$ cat src/rtl/csdm_pkg.sv
package csdm_pkg;

  function automatic int csd_bitlen(longint v);
    longint a;
    int n;
    a = (v < 0) ? -v : v;
    n = 0;
    for (int i = 0; i < 63; i++) begin
      if (a > 0) begin
        n++;
        a = a >> 1;
      end
    end
    return n;
  endfunction

  function automatic int csd_prod_w(int dw, longint c);
    return dw + csd_bitlen(c) + 1;
  endfunction

  // Signed-digit masks: neg_sel=0 returns the +1 positions, 1 the -1 positions
  function automatic logic [63:0] csd_digits(longint c, bit neg_sel);
    longint k;
    logic [63:0] pm;
    logic [63:0] nm;
    logic [63:0] tmp;
    pm = '0;
    nm = '0;
    k  = (c < 0) ? -c : c;
    for (int i = 0; i < 62; i++) begin
      if (k[0]) begin
        if (k[1]) begin
          nm[i] = 1'b1;
          k = k + 1;
        end else begin
          pm[i] = 1'b1;
          k = k - 1;
        end
      end
      k = k >> 1;
    end
    if (c < 0) begin
      tmp = pm;
      pm  = nm;
      nm  = tmp;
    end
    return neg_sel ? nm : pm;
  endfunction

  function automatic int csd_nz(longint c);
    logic [63:0] m;
    int n;
    m = csd_digits(c, 1'b0) | csd_digits(c, 1'b1);
    n = 0;
    for (int i = 0; i < 64; i++) if (m[i]) n++;
    return n;
  endfunction

  function automatic int csd_shift(longint c, int idx);
    logic [63:0] m;
    int n;
    int pos;
    m = csd_digits(c, 1'b0) | csd_digits(c, 1'b1);
    n = 0;
    pos = 0;
    for (int i = 0; i < 64; i++) begin
      if (m[i]) begin
        if (n == idx) pos = i;
        n++;
      end
    end
    return pos;
  endfunction

  function automatic bit csd_is_neg(longint c, int idx);
    logic [63:0] nm;
    nm = csd_digits(c, 1'b1);
    return nm[csd_shift(c, idx)];
  endfunction

  function automatic int csd_lvl_n(int nt, int l);
    return (nt + (1 << l) - 1) >> l;
  endfunction

  function automatic int csd_lvl_off(int nt, int l, int w);
    int s;
    s = 0;
    for (int i = 0; i < 64; i++) if (i < l) s += csd_lvl_n(nt, i) * w;
    return s;
  endfunction

endpackage

$ cat src/rtl/csdm_terms.sv
module csdm_terms
  import csdm_pkg::*;
#(
  parameter int     DW   = 8,
  parameter int     PW   = 16,
  parameter longint COEF = 125,
  parameter int     NT   = 3
) (
  input  logic            clk,
  input  logic            rst,
  input  logic            en,
  input  logic [DW-1:0]   din,
  output logic [NT*PW-1:0] terms_q
);
  localparam int NZ = csd_nz(COEF);

  logic signed [PW-1:0] ext;
  logic [NT*PW-1:0]     nxt;

  assign ext = {{(PW-DW){din[DW-1]}}, din};

  for (genvar k = 0; k < NT; k++) begin : g_term
    if (NZ == 0) begin : g_zero
      assign nxt[k*PW +: PW] = '0;
    end else begin : g_dig
      localparam int SH  = csd_shift(COEF, k);
      localparam bit NEG = csd_is_neg(COEF, k);
      if (NEG) begin : g_sub
        assign nxt[k*PW +: PW] = -(ext <<< SH);
      end else begin : g_add
        assign nxt[k*PW +: PW] = ext <<< SH;
      end
    end
  end

  always_ff @(posedge clk) begin
    if (rst)     terms_q <= '0;
    else if (en) terms_q <= nxt;
  end

  AST_TERMS_HOLD: assert property (@(posedge clk) disable iff (rst)
    !en |=> $stable(terms_q));
endmodule

$ cat src/rtl/csdm_add_level.sv
module csdm_add_level #(
  parameter int W    = 16,
  parameter int N_IN = 3,
  localparam int N_OUT = (N_IN + 1) / 2
) (
  input  logic               clk,
  input  logic               rst,
  input  logic               en,
  input  logic [N_IN*W-1:0]  in_bus,
  output logic [N_OUT*W-1:0] out_bus
);
  logic [N_OUT*W-1:0] nxt;

  for (genvar j = 0; j < N_OUT; j++) begin : g_pair
    if (2*j + 1 < N_IN) begin : g_sum
      assign nxt[j*W +: W] = in_bus[2*j*W +: W] + in_bus[(2*j+1)*W +: W];
    end else begin : g_pass
      assign nxt[j*W +: W] = in_bus[2*j*W +: W];
    end
  end

  always_ff @(posedge clk) begin
    if (rst)     out_bus <= '0;
    else if (en) out_bus <= nxt;
  end

  AST_LEVEL_HOLD: assert property (@(posedge clk) disable iff (rst)
    !en |=> $stable(out_bus));
endmodule

$ cat src/rtl/csd_const_mult.sv
module csd_const_mult
  import csdm_pkg::*;
#(
  parameter int     DW   = 8,
  parameter longint COEF = 125
) (
  input  logic                              clk,
  input  logic                              rst,
  input  logic                              in_valid,
  output logic                              in_ready,
  input  logic [DW-1:0]                     in_data,
  output logic                              out_valid,
  input  logic                              out_ready,
  output logic [csd_prod_w(DW, COEF)-1:0]   out_data
);
  localparam int PW     = csd_prod_w(DW, COEF);
  localparam int NZ     = csd_nz(COEF);
  localparam int NT     = (NZ == 0) ? 1 : NZ;
  localparam int LEVELS = $clog2(NT);
  localparam int LAT    = LEVELS + 1;
  localparam int TOTW   = csd_lvl_off(NT, LEVELS + 1, PW);

  logic            adv;
  logic            acc;
  logic [LAT-1:0]  vld_q;
  logic [TOTW-1:0] tree;

  assign out_valid = vld_q[LAT-1];
  assign adv       = !out_valid || out_ready;
  assign in_ready  = adv;
  assign acc       = in_valid && adv;

  csdm_terms #(.DW(DW), .PW(PW), .COEF(COEF), .NT(NT)) u_terms (
    .clk(clk), .rst(rst), .en(adv), .din(in_data),
    .terms_q(tree[NT*PW-1:0])
  );

  for (genvar l = 1; l <= LEVELS; l++) begin : g_lvl
    localparam int NI = csd_lvl_n(NT, l - 1);
    localparam int NO = csd_lvl_n(NT, l);
    localparam int OI = csd_lvl_off(NT, l - 1, PW);
    localparam int OO = csd_lvl_off(NT, l, PW);
    csdm_add_level #(.W(PW), .N_IN(NI)) u_add (
      .clk(clk), .rst(rst), .en(adv),
      .in_bus(tree[OI +: NI*PW]),
      .out_bus(tree[OO +: NO*PW])
    );
  end

  assign out_data = tree[csd_lvl_off(NT, LEVELS, PW) +: PW];

  if (LAT == 1) begin : g_vld1
    always_ff @(posedge clk) begin
      if (rst)      vld_q <= '0;
      else if (adv) vld_q <= acc;
    end
  end else begin : g_vldn
    always_ff @(posedge clk) begin
      if (rst)      vld_q <= '0;
      else if (adv) vld_q <= {vld_q[LAT-2:0], acc};
    end
  end

  // Shadow product pipeline used only by the assertions
  logic [PW-1:0] ref_q [LAT];
  always_ff @(posedge clk) begin
    if (adv) begin
      ref_q[0] <= PW'(longint'($signed(in_data)) * COEF);
      for (int i = 1; i < LAT; i++) ref_q[i] <= ref_q[i-1];
    end
  end

  AST_PRODUCT_MATCH: assert property (@(posedge clk) disable iff (rst)
    out_valid |-> out_data == ref_q[LAT-1]);
  AST_STALL_HOLDS_VALID: assert property (@(posedge clk) disable iff (rst)
    out_valid && !out_ready |=> out_valid);
  AST_STALL_HOLDS_DATA: assert property (@(posedge clk) disable iff (rst)
    out_valid && !out_ready |=> $stable(out_data));
  AST_STALL_BLOCKS_INPUT: assert property (@(posedge clk) disable iff (rst)
    out_valid && !out_ready |-> !in_ready);
  AST_READY_WHEN_EMPTY: assert property (@(posedge clk) disable iff (rst)
    !out_valid |-> in_ready);
  AST_RESET_CLEARS: assert property (@(posedge clk)
    $past(rst) |-> !out_valid);
  if (NZ == 0) begin : g_zero_chk
    AST_ZERO_COEF_OUT: assert property (@(posedge clk) disable iff (rst)
      out_valid |-> out_data == '0);
  end
endmodule

$ cat config.mk
export PLATFORM = sky130hd
export DESIGN_NAME = csd_const_mult
export DESIGN_NICKNAME = d
export VERILOG_FILES = /design/src/rtl/csdm_pkg.sv /design/src/rtl/csdm_terms.sv /design/src/rtl/csdm_add_level.sv /design/src/rtl/csd_const_mult.sv
export SDC_FILE = /design/constraint.sdc
export NUM_CORES = 1
export LEC_CHECK = 0
export BUFFER_PORTS_ARGS = -buffer_cell sky130_fd_sc_hd__buf_2
export CORE_MARGIN = 8
export CORE_UTILIZATION = 30
export CTS_BUF_LIST = sky130_fd_sc_hd__clkbuf_4 sky130_fd_sc_hd__clkbuf_8 sky130_fd_sc_hd__clkbuf_16
export CTS_CLUSTER_SIZE = 12
export DETAILED_ROUTE_END_ITERATION = 12
export REMOVE_ABC_BUFFERS = 1
export SYNTH_ARGS = -nofsm -noshare
export SYNTH_HDL_FRONTEND = slang
export SYNTH_SLANG_ARGS = --single-unit
export TNS_END_PERCENT = 20
$ cat constraint.sdc
create_clock -name clk -period 2.5 [get_ports clk]
set_input_delay 0.5 -clock clk [delete_from_list [all_inputs] [get_ports clk]]
set_output_delay 0.5 -clock clk [all_outputs]
set_load 0.01 [all_outputs]
### Yosys cells after proc, flatten, opt, wreduce, memory -nomap -nowiden

Cells that the tools add are included.
Widths: inputs -> output; s select.

* $add $sub $neg: 3
* reduce and logical (&&, ||, !) cells: 3

Operators by type and width (count)
* $add 16x16->16: 2
* $neg 10->16: 1
* $logic_and 1x1->1: 1
* $logic_not 1->1: 1
* $logic_or 1x1->1: 1

* register bits: 83
* input bits: 12
* word-level logic and storage cells: 10

### Logic depth before layout (Yosys ltp)

Gate-level depths: netlist of the first run.

* depth after elaboration: 3
* gate-level depth with buffers: 8
* gate-level depth less buffers: 8

### Cells and area by module

Synthesis of the first run repeated with hierarchy kept, for this count alone.

* cells, all modules: 495
* area total of the unflattened synthesis: 4383.0 sq um

Modules (own cells, without submodules)
* csdm_add_level (g_lvl[1].u_add): area each 1809.2 sq um, instances 1, cells each 199
* csdm_add_level (g_lvl[2].u_add): area each 1356.3 sq um, instances 1, cells each 163
* csdm_terms: area each 1088.5 sq um, instances 1, cells each 121
* csd_const_mult: area each 128.9 sq um, instances 1, cells each 12

### Least setup slack after synthesis of the first run

No wires, ideal clock.

* path type: reg2reg
* start: reg u_terms.terms_q[15]
* end: reg g_lvl[1].u_add.out_bus[15]
* slack: 0.597 ns
* setup time: 0.074 ns
* period minus slack after synthesis: 1.903 ns
* stages on the path, launching flop included: 7
* data arrival time: 1.829 ns
* required time: 2.426 ns
* path through: dfxtp_1 -> ha_1 -> a21o_1 -> a31o_1 -> a41o_1 -> or3_1 -> a31oi_1

* word-level cells in the longest chain between the ends: 1

RTL lines
* start: declaration: RTL line csdm_terms.sv:13 `output logic [NT*PW-1:0] terms_q`
* start signal: assignment: RTL line csdm_terms.sv:38 `else if (en) terms_q <= nxt;`
* $add 16x16->16: RTL line csdm_add_level.sv:16 `assign nxt[j*W +: W] = in_bus[2*j*W +: W] + in_bus[(2*j+1)*W +: W];`
* end signal: assignment: RTL line csdm_add_level.sv:24 `else if (en) out_bus <= nxt;`
* end: declaration: RTL line csdm_add_level.sv:10 `output logic [N_OUT*W-1:0] out_bus`

Every way passes these cells.
A chain may end at the register's enable or synchronous reset.

### Worst setup path after layout of the first run

Ends and elaborated chain as after synthesis.

==> qor.yml, run 1 <==
setup_path:
  path_max_fanout: 11
  reg2reg_slack_ps: 430
  path_buf_inv: 0
  cp_slowest_cell: "dfxtp_1"
  r2r-end: "g_lvl[1].u_add.out_bus[15]"
  reg2reg_from: "u_terms.terms_q[15]"
  cp-start-kind: "register"
  cpPeakStageDelay_ps: 570
  cp_num_cells: 6
  cp.required_ps: 2770
  cp.arrival_ps: 2350
  timing_worst_setup_path_type: "reg -> reg"
  reg2reg_depth: 6
  critical-path-top-delay-family: "compound AO/OA/AOI/OAI gates"
  path_cells: "ha_1 -> a21oi_2 -> o21ai_1 -> a41o_1 -> or3_1 -> a31oi_1"
  crit_path_end_kind: "register"
clock_tree:
  cts.repair.resized: 0
  htree_num_levels: 3
  cts_buffers: 9
  path_clk_slew_ps: 70
  cts-hold-fix-buffers: 0
  clock_sinks: 62
  clock_latency_ps: 340
  tritoncts: "built"
  post_cts_buffers: 0
  clk_path_buf_depth: 2
  cts_root_buffer: "clkbuf_8"
yosys:
  synth_top_family_by_area: "simple AND/OR/NAND/NOR gates"
  ys_types: 52
  synth_area_mm2: 0.00323
  synthAdderAreaFrac: 0.0976
  synth-edff-count: 0
  async_reset_ff_frac: 0
  yosysSeqAreaShare: 0.384
  synth_flop_cell: "dfxtp_1"
  synth_seq_cells: 62
  synth_compound_area_frac: 0.220
  synthSimpleGateAreaFrac: 0.234
  synthXorXnorAreaFrac: 0.0271
  avgSynthCellArea_um2: 7.99
  syn-instance-count: 404
  yosys_warnings: 0
  synthMuxAreaShare: 0.00310
timing:
  fin_skew_ps: 10.7
  slew_headroom: 0.716
  tns_ps: 0
  max_freq_ghz: 0.482
  fin_crit_sh: 0.830
  rsz0062_at_grt: "false"
  finalMaxSlewViolations: 0
  hold_violations: 0
  period_minus_slack_ps: 2070
  setup_viol: 0
  tightestPinTransition_ps: 425
final_layout:
  layout.cells.non_filler: 573
  drive_gt1_frac: 0.134
  layout.nets: 464
  fin_util: 0.347
  synthToLayoutAreaGrowth_pct: 14.6
  diodes: 0
power:
  total_power_w: 0.00227
  peakVddDrop_uv: 293
  power.density_mw_per_mm2: 615
  leakage_nw: 1.60
grt:
  grt_max_degree: 56
  grtUsageTotal: 0.108
  overflow: 0
  grt_first_pass_wirelength_um: 12800
  grt_antenna_before_repair: 0
  grt_pass1_vias: 2731
routing:
  drtPass1Iterations: 4
  vias: 2863
  drt_iter0_markers: 183
  wl_um: 7560
  wl_per_cell_um: 13.2
  vias_per_cell: 5.00
  drc: 0
  postRouteAntennaNets: 0
placement:
  io_buffers: 29
  dpl.hpwl_um: 5490
  place_inst: 557
  globalplace.congestion: 0.904
die:
  die_area_mm2: 0.0143
  coreArea_mm2: 0.0107
  io_pins: 30
  fp.dieW_um: 120
  rows: 38
  die_h_um: 120
  initial_utilization: 0.303
hold_path:
  hold_start: "in_valid"
  hold_class: "in -> reg"
  holdPathEnd: "vld_q[0]"
  min_path_cells: 3
status:
  run_status: "finished, final reports clean"
flow_run:
  drv_cap: 0
metrics by stage:
| step | instance area [um^2] | hold WS, ps | worst slack (ps) |
|---|---|---|---|
| detailed placement | 3520 | 441 | 448 |
| global placement | 3520 | 439 | 491 |
| floorplan | 3150 | 426 | -2120 |
| CTS | 3700 | 401 | 434 |
| finish | 3700 | 419 | 425 |
| global route | 3700 | 413 | 241 |
worst reg2reg max path: stages, from the launching register on:
cell and delay, ps:
dfxtp_1 570, ha_1 380, a21oi_2 200, o21ai_1 150, a41o_1 260, or3_1 300
a31oi_1 150
cell usage in the layout, fill, tap and decap left out, types with 3 or more instances in the layout:
cell | synthesis | layout
o21bai_1 | 4 | 4
or4_1 | 5 | 5
xor2_1 | 3 | 3
xnor2_1 | 7 | 7
o21a_1 | 3 | 3
or3_1 | 5 | 5
and3_1 | 3 | 3
a21oi_1 | 60 | 60
and2_1 | 3 | 3
inv_1 | 6 | 6
nand2_1 | 94 | 94
nand3_1 | 14 | 14
o211ai_1 | 6 | 6
nor3_1 | 10 | 10
ha_1 | 22 | 22
a211oi_1 | 6 | 6
clkinv_2 | 0 | 3
buf_2 | 3 | 29
buf_4 | 0 | 4
nand4_1 | 3 | 3
nor2_1 | 13 | 13
o21ai_0 | 13 | 13
clkbuf_8 | 0 | 10
a21o_1 | 5 | 5
dfxtp_1 | 62 | 62
report_power, final:
part / switching, W / internal (W)
clock: 0.000386 / 0.000404
combinational: 0.000211 / 0.000158
sequential: 0.0000494 / 0.00107
total: 0.000646 / 0.00163
layer usage:
layer / routed length [um] / part of all wire / global-route usage
met4: 175 / 0.023 / 0.0617
met5: 0 / 0 / 0
met1: 3860 / 0.51 / 0.141
met3: 311 / 0.041 / 0.0207
met2: 3210 / 0.42 / 0.162
worst max-delay path by stage:
stage	start	end	slack [ps]
after floorplan	out_ready	g_lvl[1].u_add.out_bus[14]	-2120
after global placement	u_terms.terms_q[15]	g_lvl[1].u_add.out_bus[15]	490
after detailed placement	g_lvl[1].u_add.out_bus[23]	g_lvl[2].u_add.out_bus[15]	450
after CTS	u_terms.terms_q[15]	g_lvl[1].u_add.out_bus[15]	430
after global routing	u_terms.terms_q[15]	g_lvl[1].u_add.out_bus[15]	240
final	u_terms.terms_q[15]	g_lvl[1].u_add.out_bus[15]	430
state kept, by name, indices dropped and copies added, names as in the netlist:
signal               cells
g_lvl.u_add.out_bus     38
u_terms.terms_q         21
vld_q                    3
cells in the mapped netlist (6+ instances only):
| master | instances | share of area |
|---|---|---|
| nand2_1 | 94 | 0.11 |
| dfxtp_1 | 62 | 0.38 |
| inv_1 | 6 | 0.0070 |
| a21oi_1 | 60 | 0.093 |
| nor3_1 | 10 | 0.015 |
| ha_1 | 22 | 0.085 |
| buf_1 | 8 | 0.0093 |
| clkbuf_1 | 10 | 0.012 |
| nand3_1 | 14 | 0.022 |
| o21ai_0 | 13 | 0.020 |
| nor2_1 | 13 | 0.015 |
| xnor2_1 | 7 | 0.019 |
| a211oi_1 | 6 | 0.014 |
| o211ai_1 | 6 | 0.014 |
logic make-up after synthesis:
family                   Yosys count
adder cells (fa/ha/maj)           24
XOR/XNOR                          10
buffers and inverters             28
multiplexers                       1
flip-flops                        62
AO/OA/AOI/OAI                    117
AND/OR/NAND/NOR                  162
final cells by class:
type | instances | area [um^2]
clock buffers | 12 | 153
clock inverters | 4 | 22.5
fillers | 1157 | 6950
inverters | 7 | 26.3
multi-input cells | 314 | 1890
flip-flops and latches | 62 | 1240
well taps | 140 | 175
repair buffers | 34 | 195
Note: power is estimated with default switching activity, not from simulation.
==> run 2: changes to the inputs <==
==> constraint.sdc (replaced) <==
create_clock -name clk -period 1.8 [get_ports clk]
set_input_delay 0.36 -clock clk [delete_from_list [all_inputs] [get_ports clk]]
set_output_delay 0.36 -clock clk [all_outputs]
set_load 0.01 [all_outputs]
==> run 2 against run 1 <==
The run now ends with negative setup slack left. Clock power grew 54%. Combinational power grew 84%. Wire length grew 8.7%. Total power grew 51%. Die area is the same. Non-clock buffer count grew 42. Worst setup slack lost 480 ps. Hold slack lost 160 ps. Sequential share of layout area shrank 4.0 points. Register-to-register slack lost 480 ps. Sequential power grew 40%. Critical path type unchanged. Critical endpoint is now g_lvl[1].u_add.out_bus[6].
==> qor.yml, run 2 (same netlist as run 1, synthesis figures left out) <==
setup_path:
  crit_path_end_kind: "register"
  r2r-end: "g_lvl[1].u_add.out_bus[6]"
  path_max_fanout: 3  # -8
  reg2reg_depth: 8  # +2
  cpPeakStageDelay_ps: 380  # -190 ps
  cp.required_ps: 2070  # -700 ps
  reg2reg_from: "u_terms.terms_q[41]"
  reg2reg_slack_ps: -50  # -480 ps
  cp-start-kind: "register"
  cp.arrival_ps: 2120  # -230 ps
  path_cells: "ha_4 -> inv_2 -> fa_2 -> nor2b_4 -> o21a_1 -> nor3_2 -> or3b_4 -> a21oi_2"
  timing_worst_setup_path_type: "reg -> reg"
  cp_slowest_cell: "or3b_4"
power:
  power.density_mw_per_mm2: 816  # +33%
  p_sw_frac: 0.285  # +0.000431
  peakVddDrop_uv: 282  # -3.9%
  leakage_nw: 1.82  # +14%
  p_seq_frac: 0.449  # -0.041
  p_comb_frac: 0.197  # +0.035
  p_clk_frac: 0.354  # +0.007
  intPower_w: 0.00246  # +51%
  p_sw_w: 0.000981  # +52%
routing:
  postRouteAntennaNets: 0  # unchanged
  drt_iter0_markers: 175  # -4.4%
  drc: 0  # unchanged
  vias: 3046  # +6.4%
  vias_per_cell: 4.95  # -0.87%
  wl_um: 8220  # +8.7%
  drtPass1Iterations: 4  # unchanged
  wl_per_cell_um: 13.4  # +1.3%
timing:
  finalMaxSlewViolations: 0  # unchanged
  fin_skew_ps: 7.17  # -3.55 ps
  period_minus_slack_ps: 1850  # -225 ps
  tightestPinTransition_ps: 392  # -32.8 ps
  setup_viol: 2  # +2
  fin_ws_ps: -49.9  # -475 ps
  slew_headroom: 0.738  # +0.0218
  hold_slack_ps: 257  # -162 ps
  hold_violations: 0  # unchanged
  rsz0062_at_grt: "true"
  fin_crit_sh: 1.03  # +0.198
  max_freq_ghz: 0.541  # +12%
placement:
  globalplace.congestion: 0.862  # -4.7%
  dpl_cell_area_mm2: 0.00384  # +8.9%
  place_inst: 599  # +7.5%
  dpl.hpwl_um: 5890  # +7.4%
  io_buffers: 29  # unchanged
clock_tree:
  path_clk_slew_ps: 80  # about the same
  clk_path_buf_depth: 2  # unchanged
  clock_latency_ps: 340  # about the same
  clock_sinks: 62  # unchanged
  cts-hold-fix-buffers: 0  # unchanged
  tritoncts: "built"
  cts_buffers: 9  # unchanged
  cts_root_buffer: "clkbuf_8"
  htree_num_levels: 3  # unchanged
grt:
  grt_first_pass_wirelength_um: 13900  # +8.3%
  grt_pass1_vias: 2876  # +5.3%
  grt_max_degree: 51  # -8.9%
  grtUsageTotal: 0.116  # +0.00876
  grt_antenna_before_repair: 0  # unchanged
  overflow: 0  # unchanged
final_layout:
  design_area_mm2: 0.00422  # +14%
  final_cell_mix: "94 x nand2_1, 58 x dfxtp_1, 55 x a21oi_1"
  diodes: 0  # unchanged
  largest_reg_flops: 38  # unchanged
  layout.cells.non_filler: 615  # +7.3%
  regMostFlops: "g_lvl.u_add.out_bus"
  synthToLayoutAreaGrowth_pct: 30.7
  drive_gt1_frac: 0.276  # +0.142
  top_regs: "g_lvl.u_add.out_bus: 38 flops, u_terms.terms_q: 21 flops, vld_q: 3 flops"
  layout_commonest_cell: "nand2_1"
  layout.nets: 506  # +9.1%
die:
  fp.dieW_um: 120  # unchanged
  die_area_mm2: 0.0143  # unchanged
  io_pins: 30  # unchanged
  coreArea_mm2: 0.0107  # unchanged
  die_h_um: 120  # unchanged
  rows: 38  # unchanged
  initial_utilization: 0.303  # unchanged
hold_path:
  min_path_cells: 3  # unchanged
  holdPathEnd: "vld_q[0]"
  hold_class: "in -> reg"
  hold_start: "in_valid"
flow_run:
  drv_cap: 0  # unchanged
status:
  run_status: "finished with violations"
  violations: "negative setup slack"
run 2: worst max-delay path, delay by kind of cell, from the launching register on:
family | cells | cell delay (ps)
and+or+nand+nor | 3 | 570
buffers and inverters | 1 | 40
adders and majority gates | 2 | 510
AOI/OAI and AO/OA | 2 | 310
DFF | 1 | 360
run 2: layout make-up:
class | count | area, um^2
fillers | 1102 | 6430
inverters | 7 | 26.3
clock inverters | 6 | 61.3
well taps | 140 | 175
flip-flops and latches | 62 | 1250
clock buffers | 10 | 131
multi-input cells | 314 | 2060
repair buffers | 76 | 518
run 2: what timing repair did:
| item | CTS | global route |
|---|---|---|
| pin swaps | 5 | 14 |
| resized for setup | 23 | 19 |
| setup buffers | 0 | 1 |
| endpoints found under the setup margin | 11 | 15 |
run 2: worst max-delay path by stage:
stage,depth (start not counted),endpoint,startpoint,slack (ps)
global placement,8,g_lvl[1].u_add.out_bus[6],u_terms.terms_q[39],-90
detailed placement,8,g_lvl[1].u_add.out_bus[6],u_terms.terms_q[39],-180
global route,8,g_lvl[1].u_add.out_bus[6],u_terms.terms_q[41],-130
finish,8,g_lvl[1].u_add.out_bus[6],u_terms.terms_q[41],-50
CTS,8,g_lvl[1].u_add.out_bus[6],u_terms.terms_q[39],-80
floorplan,6,g_lvl[1].u_add.out_bus[14],vld_q[2],-2700
run 2: power groups by stage:
stage / clock, W / combinational [W] / sequential, W
floorplan: 0 / 0.000336 / 0.00158
global placement: 0 / 0.000603 / 0.00157
detailed placement: 0 / 0.000613 / 0.00157
CTS: 0.00126 / 0.000646 / 0.00155
global route: 0.00131 / 0.000753 / 0.00156
finish: 0.00122 / 0.000678 / 0.00155
run 2: through the flow:
step | setup WS, ps | power, W | utilization | setup TNS [ps]
finish | -49.9 | 0.00344 | 0.396 | -85.4
floorplan | -2700 | 0.00191 | - | -137570
CTS | -75.9 | 0.00345 | 0.389 | -306
detailed placement | -181 | 0.00218 | 0.361 | -1000
global placement | -91.1 | 0.00217 | 0.361 | -511
global route | -133 | 0.00363 | 0.396 | -643
run 2: routing by layer:
metal	up-vias	global-route usage	wire [um]
li1	1573	-	-
met1	1395	0.149	3840
met2	70	0.185	3860
met3	8	0.0197	423
met4	0	0.0578	105
met5	-	0	0
==> run 3: changes to the inputs <==
--- a/config.mk
+++ b/config.mk
@@ -5,12 +5,12 @@
 export SDC_FILE = /design/constraint.sdc
 export NUM_CORES = 1
 export LEC_CHECK = 0
-export BUFFER_PORTS_ARGS = -buffer_cell sky130_fd_sc_hd__buf_2
 export CORE_MARGIN = 8
 export CORE_UTILIZATION = 30
 export CTS_BUF_LIST = sky130_fd_sc_hd__clkbuf_4 sky130_fd_sc_hd__clkbuf_8 sky130_fd_sc_hd__clkbuf_16
 export CTS_CLUSTER_SIZE = 12
 export DETAILED_ROUTE_END_ITERATION = 12
+export DONT_BUFFER_PORTS = 1
 export REMOVE_ABC_BUFFERS = 1
 export SYNTH_ARGS = -nofsm -noshare
 export SYNTH_HDL_FRONTEND = slang
==> run 3 against run 2 <==
The run still ends with negative setup slack left. Design area fell by 2.3%. Fmax fell by 3.1%. Hold slack got worse by 170 ps. Die area did not move. Largest power group unchanged. Clock skew rose by 2.1 ps. Total power rose by 0.39%. Non-clock buffer count fell by 29. Sequential share of layout area rose by 0.68 points. Combinational power fell by 12%. Sequential cell count did not move. Worst setup slack got worse by 60 ps.
==> qor.yml, run 3 (same netlist as run 1, synthesis figures left out) <==
timing:
  fin_crit_sh: 1.06  # +0.0331
  period_minus_slack_ps: 1910  # +59.7 ps
  tns_ps: -412  # -327 ps
  fin_skew_ps: 9.24  # +2.07 ps
  fin_ws_ps: -110  # -59.7 ps
  setup_viol: 8  # +6
  slew_headroom: 0.766  # +0.0277
  max_freq_ghz: 0.524  # -3.1%
  finalMaxSlewViolations: 0  # unchanged
  hold_violations: 0  # unchanged
  rsz0062_at_grt: "true"
  tightestPinTransition_ps: 351  # -41.0 ps
power:
  peakVddDrop_uv: 282  # about the same
  p_sw_frac: 0.268  # -0.0167
  p_clk_frac: 0.372  # +0.018
  p_sw_w: 0.000927  # -5.5%
  leakage_nw: 1.69  # -7.1%
  p_seq_frac: 0.455  # +0.006
  p_comb_frac: 0.173  # -0.024
  power.density_mw_per_mm2: 839  # +2.8%
  intPower_w: 0.00253  # +2.7%
setup_path:
  reg2reg_from: "u_terms.terms_q[39]"
  cp.arrival_ps: 2190  # +70 ps
  cp-start-kind: "register"
  cpPeakStageDelay_ps: 360  # -20 ps
  r2r-end: "g_lvl[1].u_add.out_bus[14]"
  path_cells: "ha_4 -> inv_2 -> fa_2 -> nor2b_4 -> o211ai_1 -> buf_4 -> a21oi_2 -> buf_4 -> o211ai_1 -> nand3_1"
  crit_path_end: "g_lvl[1].u_add.out_bus[14]"
  timing_worst_setup_path_type: "reg -> reg"
  reg2reg_slack_ps: -110  # -60 ps
  reg2reg_depth: 10  # +2
  crit_path_end_kind: "register"
  path_max_fanout: 4  # +1
  critPathLaunch: "u_terms.terms_q[39]"
  cp.required_ps: 2080  # about the same
  cp_slowest_cell: "dfxtp_2"
final_layout:
  final_cell_mix: "93 x nand2_1, 59 x dfxtp_1, 56 x a21oi_1"
  drive_gt1_frac: 0.226  # -0.0493
  diodes: 0  # unchanged
  fin_util: 0.387  # -0.00928
  design_area_mm2: 0.00412  # -2.3%
  top_regs: "g_lvl.u_add.out_bus: 38 flops, u_terms.terms_q: 21 flops, vld_q: 3 flops"
  layout_commonest_cell: "nand2_1"
  largest_reg_flops: 38  # unchanged
  layout.nets: 477  # -5.7%
  seq_area_mm2: 0.00124  # -0.10%
  synthToLayoutAreaGrowth_pct: 27.6
  regMostFlops: "g_lvl.u_add.out_bus"
  multi_input_area_mm2: 0.00210  # +1.9%
  n_fill_cell: 1082  # -1.8%
  layout.cells.non_filler: 586  # -4.7%
clock_tree:
  tritoncts: "built"
  cts-hold-fix-buffers: 0  # unchanged
  path_clk_slew_ps: 70  # about the same
  htree_num_levels: 3  # unchanged
  clk_path_buf_depth: 2  # unchanged
  cts_root_buffer: "clkbuf_8"
  clock_latency_ps: 340  # about the same
  cts_buffers: 9  # unchanged
  clock_sinks: 62  # unchanged
routing:
  vias_per_cell: 4.99  # +0.71%
  wl_um: 8670  # +5.4%
  drt_iter0_markers: 204  # +17%
  postRouteAntennaNets: 0  # unchanged
  drtPass1Iterations: 4  # unchanged
  vias: 2923  # -4.0%
  drc: 0  # unchanged
  wl_per_cell_um: 14.8  # +11%
die:
  die_h_um: 120  # unchanged
  rows: 38  # unchanged
  io_pins: 30  # unchanged
  die_area_mm2: 0.0143  # unchanged
  fp.dieW_um: 120  # unchanged
  coreArea_mm2: 0.0107  # unchanged
  initial_utilization: 0.303  # unchanged
placement:
  dpl_cell_area_mm2: 0.00363  # -5.5%
  place_inst: 563  # -6.0%
  globalplace.congestion: 0.828  # -3.9%
  io_buffers: 0  # -100%
  dpl.hpwl_um: 5960  # +1.2%
grt:
  grtUsageTotal: 0.121  # +0.00460
  gr-usage-met1: 0.148  # -0.00148
  met3_usage: 0.0380  # +0.0183
  grt_first_pass_wirelength_um: 14300  # +2.9%
  grt_max_degree: 65  # +27%
  grt_antenna_before_repair: 0  # unchanged
  gr-usage-met2: 0.199  # +0.0143
  overflow: 0  # unchanged
  grt_pass1_vias: 2934  # +2.0%
  grt-busiest-layer: "met2"
hold_path:
  hold_class: "in -> reg"
status:
  violations: "negative setup slack"
  run_status: "finished with violations"
flow_run:
  drv_cap: 0  # unchanged
## run 3: cell types whose count changed in the layout (fill, tap and decap cells not counted), sizes merged
cell	delta
clkbuf	+3
buf	-29
clkinv	-2
inv	-1
## run 3: layer usage
layer	routed length (um)	up-vias
met5	0	-
met4	148	0
met3	541	12
met2	4120	80
met1	3860	1327
li1	-	1504
## run 3: worst min path at each step
| stage | start | endpoint | cells after the start |
|---|---|---|---|
| floorplan | g_lvl[1].u_add.out_bus[2] | g_lvl[1].u_add.out_bus[2] | 2 |
| global placement | vld_q[1] | vld_q[1] | 2 |
| detailed placement | g_lvl[1].u_add.out_bus[2] | g_lvl[1].u_add.out_bus[2] | 2 |
| CTS | rst | u_terms.terms_q[29] | 1 |
| global route | rst | u_terms.terms_q[31] | 1 |
| finish | rst | u_terms.terms_q[30] | 1 |
## run 3: worst max-delay path, delay by kind of cell (launching register included)
kind	cells	cell delay, ps
adders and majority gates	2	510
AOI/OAI and AO/OA	3	380
buffers and inverters	3	350
DFF	1	360
and+or+nand+nor	2	250
## run 3: final cells by class
cell class | count | share of cell area
clock inverter | 3 | 0.0103
multi-input combinational | 314 | 0.510
timing repair buffer | 47 | 0.0883
clock buffer | 13 | 0.0404
inverter | 7 | 0.00638
sequential | 62 | 0.302
tap | 140 | 0.0425
## run 3: power groups by stage
stage	registers (W)	clock network (W)	logic [W]
after floorplan	0.00158	0	0.000336
after global placement	0.00159	0	0.000490
after detailed placement	0.00160	0	0.000504
after CTS	0.00157	0.00133	0.000541
after global routing	0.00159	0.00138	0.000661
final	0.00157	0.00129	0.000597
## run 3: timing repair
action / 4_1_cts / 5_1_grt
buffers inserted: 3 / 5
setup endpoints to repair: 11 / 15
resized for setup: 24 / 19
pin swaps: 12 / 10
## run 3: per-stage QoR
stage | worst slack (ps) | hold WS [ps] | power (W)
3_3_place_gp | -87.5 | 432 | 0.00208
5_1_grt | -166 | 68.0 | 0.00363
4_1_cts | -66.8 | 71.8 | 0.00345
6_report | -110 | 90.7 | 0.00346
2_1_floorplan | -2700 | 426 | 0.00191
3_5_place_dp | -208 | 439 | 0.00210
